`config.mk`:
```
export PLATFORM = sky130hd
export DESIGN_NAME = mdfs_top
export DESIGN_NICKNAME = d
export VERILOG_FILES = /design/src/rtl/mdfs_pkg.sv /design/src/rtl/mdfs_ilim_qual.sv /design/src/rtl/mdfs_fault_latch.sv /design/src/rtl/mdfs_top.sv
export SDC_FILE = /design/constraint.sdc
export NUM_CORES = 1
export LEC_CHECK = 0
export BUFFER_PORTS_ARGS = -buffer_cell sky130_fd_sc_hd__buf_4
export CAP_MARGIN = 20
export CORE_MARGIN = 1.5
export CORE_UTILIZATION = 48
export DETAILED_ROUTE_END_ITERATION = 7
export GPL_TIMING_DRIVEN = 0
export PLACE_DENSITY = 0.78
export SLEW_MARGIN = 20
export SYNTH_ARGS = -nofsm -noshare
export SYNTH_HDL_FRONTEND = slang
export SYNTH_SLANG_ARGS = --single-unit
```
`constraint.sdc`:
```
create_clock -name clk -period 4.15 [get_ports clk]
set_clock_uncertainty 0.1 [all_clocks]
set_input_delay 0.2075 -clock clk [delete_from_list [all_inputs] [get_ports clk]]
set_output_delay 0.2075 -clock clk [all_outputs]
set_load 0.01 [all_outputs]
```
`src/rtl/mdfs_pkg.sv`:
```
package mdfs_pkg;

    typedef struct packed {
        logic oc;
        logic ot;
        logic uv;
    } fault_stat_t;

    // Drive is allowed only with no blocking condition present.
    function automatic logic drive_allowed(
        input logic        uv,
        input logic        ot,
        input logic        sleep_n,
        input logic        chip_rst_n,
        input fault_stat_t latched,
        input logic        oc_trip
    );
        return !uv && !ot && sleep_n && chip_rst_n &&
               !latched.oc && !latched.ot && !oc_trip;
    endfunction

endpackage

```
`src/rtl/mdfs_ilim_qual.sv`:
```
module mdfs_ilim_qual #(
    parameter int N_BRIDGE      = 4,
    parameter int SW_PER_BRIDGE = 4,
    parameter int QUAL_CYCLES   = 375
) (
    input  logic                              clk,
    input  logic                              rst,
    input  logic [N_BRIDGE*SW_PER_BRIDGE-1:0] ilim,
    output logic                              trip
);
    localparam int CW = $clog2(QUAL_CYCLES + 1);
    localparam logic [CW-1:0] LAST = CW'(QUAL_CYCLES - 1);

    logic [N_BRIDGE-1:0] br_any;
    logic                any_flag;
    logic [CW-1:0]       cnt_q;

    for (genvar b = 0; b < N_BRIDGE; b++) begin : g_br
        assign br_any[b] = |ilim[b*SW_PER_BRIDGE +: SW_PER_BRIDGE];
    end

    assign any_flag = |br_any;
    assign trip     = any_flag && (cnt_q == LAST);

    always_ff @(posedge clk) begin
        if (rst || !any_flag)
            cnt_q <= '0;
        else if (cnt_q != LAST)
            cnt_q <= cnt_q + 1'b1;
    end

    p_cnt_restart_r1: assert property (@(posedge clk) disable iff (rst)
        !any_flag |=> (cnt_q == '0));
    p_trip_needs_run_r1: assert property (@(posedge clk) disable iff (rst)
        (trip && QUAL_CYCLES > 1) |-> $past(any_flag));

endmodule

```
`src/rtl/mdfs_fault_latch.sv`:
```
module mdfs_fault_latch (
    input  logic                 clk,
    input  logic                 rst,
    input  logic                 oc_trip,
    input  logic                 ot,
    input  logic                 uv,
    output mdfs_pkg::fault_stat_t lat
);
    always_ff @(posedge clk) begin
        if (rst) begin
            lat <= '0;
        end else begin
            // Supply cycle (uv) releases overcurrent unconditionally.
            lat.oc <= uv ? 1'b0 : (lat.oc | oc_trip);
            // Over-temperature only released by a supply cycle after cooling.
            if (ot)
                lat.ot <= 1'b1;
            else if (uv)
                lat.ot <= 1'b0;
            lat.uv <= uv;
        end
    end

    p_oc_hold_r2: assert property (@(posedge clk) disable iff (rst)
        (lat.oc && !uv) |=> lat.oc);
    p_ot_hot_hold_r4: assert property (@(posedge clk) disable iff (rst)
        ot |=> lat.ot);
    p_ot_release_r4: assert property (@(posedge clk) disable iff (rst)
        (lat.ot && !uv) |=> lat.ot);

endmodule

```
`src/rtl/mdfs_top.sv`:
```
module mdfs_top #(
    parameter int N_BRIDGE      = 4,
    parameter int SW_PER_BRIDGE = 4,
    parameter int QUAL_CYCLES   = 375
) (
    input  logic                              clk,
    input  logic                              rst,
    input  logic [N_BRIDGE*SW_PER_BRIDGE-1:0] ilim_i,
    input  logic                              ot_i,
    input  logic                              uv_i,
    input  logic                              sleep_n_i,
    input  logic                              rst_n_i,
    output logic                              drive_en_o,
    output logic                              regs_rst_o,
    output logic                              stat_oc_o,
    output logic                              stat_ot_o,
    output logic                              stat_uv_o
);
    import mdfs_pkg::*;

    logic        oc_trip;
    fault_stat_t lat;
    logic        en_q;
    logic        rr_q;

    mdfs_ilim_qual #(
        .N_BRIDGE      (N_BRIDGE),
        .SW_PER_BRIDGE (SW_PER_BRIDGE),
        .QUAL_CYCLES   (QUAL_CYCLES)
    ) u_qual (
        .clk  (clk),
        .rst  (rst),
        .ilim (ilim_i),
        .trip (oc_trip)
    );

    mdfs_fault_latch u_latch (
        .clk     (clk),
        .rst     (rst),
        .oc_trip (oc_trip),
        .ot      (ot_i),
        .uv      (uv_i),
        .lat     (lat)
    );

    always_ff @(posedge clk) begin
        if (rst) begin
            en_q <= 1'b0;
            rr_q <= 1'b0;
        end else begin
            en_q <= drive_allowed(uv_i, ot_i, sleep_n_i, rst_n_i, lat, oc_trip);
            rr_q <= uv_i || !rst_n_i;
        end
    end

    assign drive_en_o = en_q;
    assign regs_rst_o = rr_q;
    assign stat_oc_o  = lat.oc;
    assign stat_ot_o  = lat.ot;
    assign stat_uv_o  = lat.uv;

    p_latched_blocks_r2: assert property (@(posedge clk) disable iff (rst)
        (stat_oc_o || stat_ot_o) |=> !drive_en_o);
    p_uv_blocks_r5: assert property (@(posedge clk) disable iff (rst)
        uv_i |=> (!drive_en_o && regs_rst_o && stat_uv_o));
    p_sleep_blocks_r8: assert property (@(posedge clk) disable iff (rst)
        !sleep_n_i |=> !drive_en_o);
    p_chip_rst_r7: assert property (@(posedge clk) disable iff (rst)
        !rst_n_i |=> (!drive_en_o && regs_rst_o));

endmodule

```
==> summary.md <==
| Metric | Value |
|---|---|
| Final Setup Violations | `0` |
| First-pass GRT wire length | `2.26 mm` |
| Register area share after synthesis | `0.429` |
| GPL Wtd Cong | `0.646` |
| CTS Buf Count | `3` |
| Static Leakage | `0.394 nW` |
| Finished layout cell area | `933 µm²` |
| Root buf cell | `clkbuf_4` |
| Synth top area cells | `dfxtp_1 43%, xnor2_1 6.7%, nor2_1 5.7%, ha_1 3.8%, nor4_1 3.8%` |
| Largest net degree at the start of global routing | `10` |
| Chip width | `39.9 µm` |
| Core area | `1280 µm²` |
| GRT overflow | `0` |
| Post-CTS sizing | `0` |
| Worst vdd ir | `0.220 mV` |
| Maxcap violations | `0` |
| CTS Buffer Depth | `2` |
| Synth Area per Inst | `9.47 µm²` |
| Max Freq | `0.663 GHz` |
| CP cell instances | `inv_1 > ha_1 > nand4b_2 > nor3_4 > or3_1 > a21oi_2` |
| Post-Syn Nets | `93` |
| Final worst slack | `2.64 ns` |
| Critical Path AT | `1.64 ns` |
| CTS tree | `built` |
| Syn-to-layout area delta | `42.9%` |
| Total track usage | `0.215` |
| Site Rows | `13` |
| First-iteration detailed-routing DRC count | `4` |
| DP Worst Slack | `2.66 ns` |
| Unique masters post-synth | `23` |
| Final period util | `0.364` |
| Die height | `39.9 µm` |
| Share of Yosys cell area claimed by the top area cell type | `0.429` |
| Slew Limit Fails | `0` |
| Required time worst endpoint | `4.28 ns` |
| Final wirelength | `1.41 mm` |
| IO Port Bufs | `26` |
| Die area | `1590 µm²` |
| Post-DP HPWL | `1.10 mm` |
| Clock Sinks | `14` |
| Placed Area | `867 µm²` |
| Post-Synthesis Cells | `69` |
| Vias | `582` |
| Htree depth | `1` |
| Initial Util | `0.508` |
| Worst-Margin Slew | `0.303 ns` |
| Vias in the first global route | `555` |
| Initial antenna violation count | `0` |
| DR DRC count | `0` |
| Syn. warnings | `0` |
| Fin. Hold Viols | `0` |
| Status | `finished, final reports clean` |
| Cell taking the most area after synthesis | `dfxtp_1` |
| Worst Setup Start Kind | `flop` |
| Routed Antenna Nets | `0` |
| Worst hold path class | `in2reg` |
| # diodes | `0` |
| Slew HR | `0.797` |
| Via density | `4.97` |
| Synth Register Bits | `14` |
| Crit Path Max Fanout | `6` |
| Synthesized area | `653 µm²` |
| Critical Path End Type | `flop` |
| Wirelength per Cell | `12.0 µm` |
| Unrepaired setup endpoints after global routing | `no` |
| Critical path's slowest cell | `dfxtp_1` |
| Drt first pass iters | `3` |
| Crit path time final | `1.51 ns` |
| Reg clk slew, reported paths | `0.09 ns` |
| Clk_lat worst skew | `0.28 ns` |
| Fraction of layout cells with a size suffix above 1 | `0.422` |
| Nets | `127` |
| Fill count | `107` |
| Ports | `27` |
| Final setup TNS | `0 ns` |
| Crit path kind | `reg2reg` |
| Crit path largest cell delay | `0.39 ns` |
| Power per Cell Area | `298 nW/µm²` |
-- critical path, delay by kind of cell (launching register included) --
| kind | cells | cell delay, ns |
|---|---|---|
| compound gates | 1 | 0.11 |
| fa+ha+maj | 1 | 0.22 |
| buf+inv | 1 | 0.09 |
| flops | 1 | 0.39 |
| simple gates | 3 | 0.54 |
-- sequential cells by signal, summed over array words and instances (netlist names) --
name	count
u_latch.lat	3
drive_en_o	1
u_qual.cnt_q	9
regs_rst_o	1
-- worst paths after layout --
path | endpoint | cells past startpoint | slack (ns) | start
setup reg to reg | u_qual.cnt_q[3] | 6 | 2.64 | u_qual.cnt_q[0]
setup / recovery | u_qual.cnt_q[3] | 6 | 2.64 | u_qual.cnt_q[0]
hold / removal | regs_rst_o | 2 | 0.03 | rst
hold reg to reg | drive_en_o | 1 | 0.41 | u_latch.lat[1]
-- Yosys cell counts (all sizes together) --
cell type and instances:
ha 2, nand4 1, nor4 4, or2 1, dfxtp 14, nand2 4
nand3 4, nand4b 1, nor2 12, buf 1, nor4b 1, or3 2
xnor2 5, xor2 1, a21oi 5, nor3 5, nand2b 1, inv 5
-- through the flow --
| stage | power [W] | cells | hold WS [ns] | util |
|---|---|---|---|---|
| floorplan | 0.000157 | 69 | 0.174 | - |
| global placement | 0.000178 | 110 | 0.292 | 0.675 |
| detailed placement | 0.000180 | 110 | 0.300 | 0.675 |
| CTS | 0.000282 | 117 | 0.0103 | 0.726 |
| global route | 0.000290 | 117 | 0.0168 | 0.726 |
| finish | 0.000278 | 117 | 0.0274 | 0.726 |
-- metal layers --
metal  track usage  part of all wire  vias to the layer above  routed length (µm)
met2         0.379              0.53                       14                 745
li1              -                 -                      299                   -
met3        0.0909             0.045                        2                  63
met4        0.0431            0.0064                        0                   9
met1         0.234              0.42                      267                 587
met5             0                 0                        -                   0
-- repair_timing --
item | 4_1_cts | 5_1_grt
buffers inserted | 0 | 0
endpoints found under the setup margin | 0 | 0
hold endpoints to repair | 3 | 0
hold buffers | 3 | 0
-- logic make-up (layout without fill, tap and decap cells) --
family,after synthesis,count (layout),synth area share
and+or+nand+nor,36,36,0.362
DFF,14,14,0.429
xor gates and xnor gates,6,6,0.0805
buffers and inverters,6,39,0.0402
AOI/OAI and AO/OA,5,5,0.0498
adders and majority gates,2,2,0.0383
-- layout make-up --
type / instances / area (µm²) / area share
plain buffers: 1 / 7.51 / 0.00804
clock buffers: 4 / 36.3 / 0.0389
inverters: 5 / 18.8 / 0.0201
multi-input cells: 49 / 347 / 0.371
flip-flops and latches: 14 / 280 / 0.300
well taps: 15 / 18.8 / 0.0201
repair buffers: 29 / 225 / 0.241
-- layout by cell type (no fill, tap or decap), drive strengths merged --
cell,instances
nand4b,1
ha,2
xor2,1
or3,2
inv,5
buf,27
clkbuf,4
xnor2,5
nor4b,1
nor4,4
nand4,1
a21oi,5
nand2b,1
dlygate4sd3,3
nand2,4
nand3,4
dfxtp,14
nor2,12
or2,1
nor3,5
-- report_power, final --
group	internal [W]	switching, W	leakage [nW]
combinational	0.0000228	0.0000134	0.259
clock	0.0000534	0.0000452	0.0210
sequential	0.000139	0.00000427	0.114
Note: power is estimated with default switching activity, not from simulation.
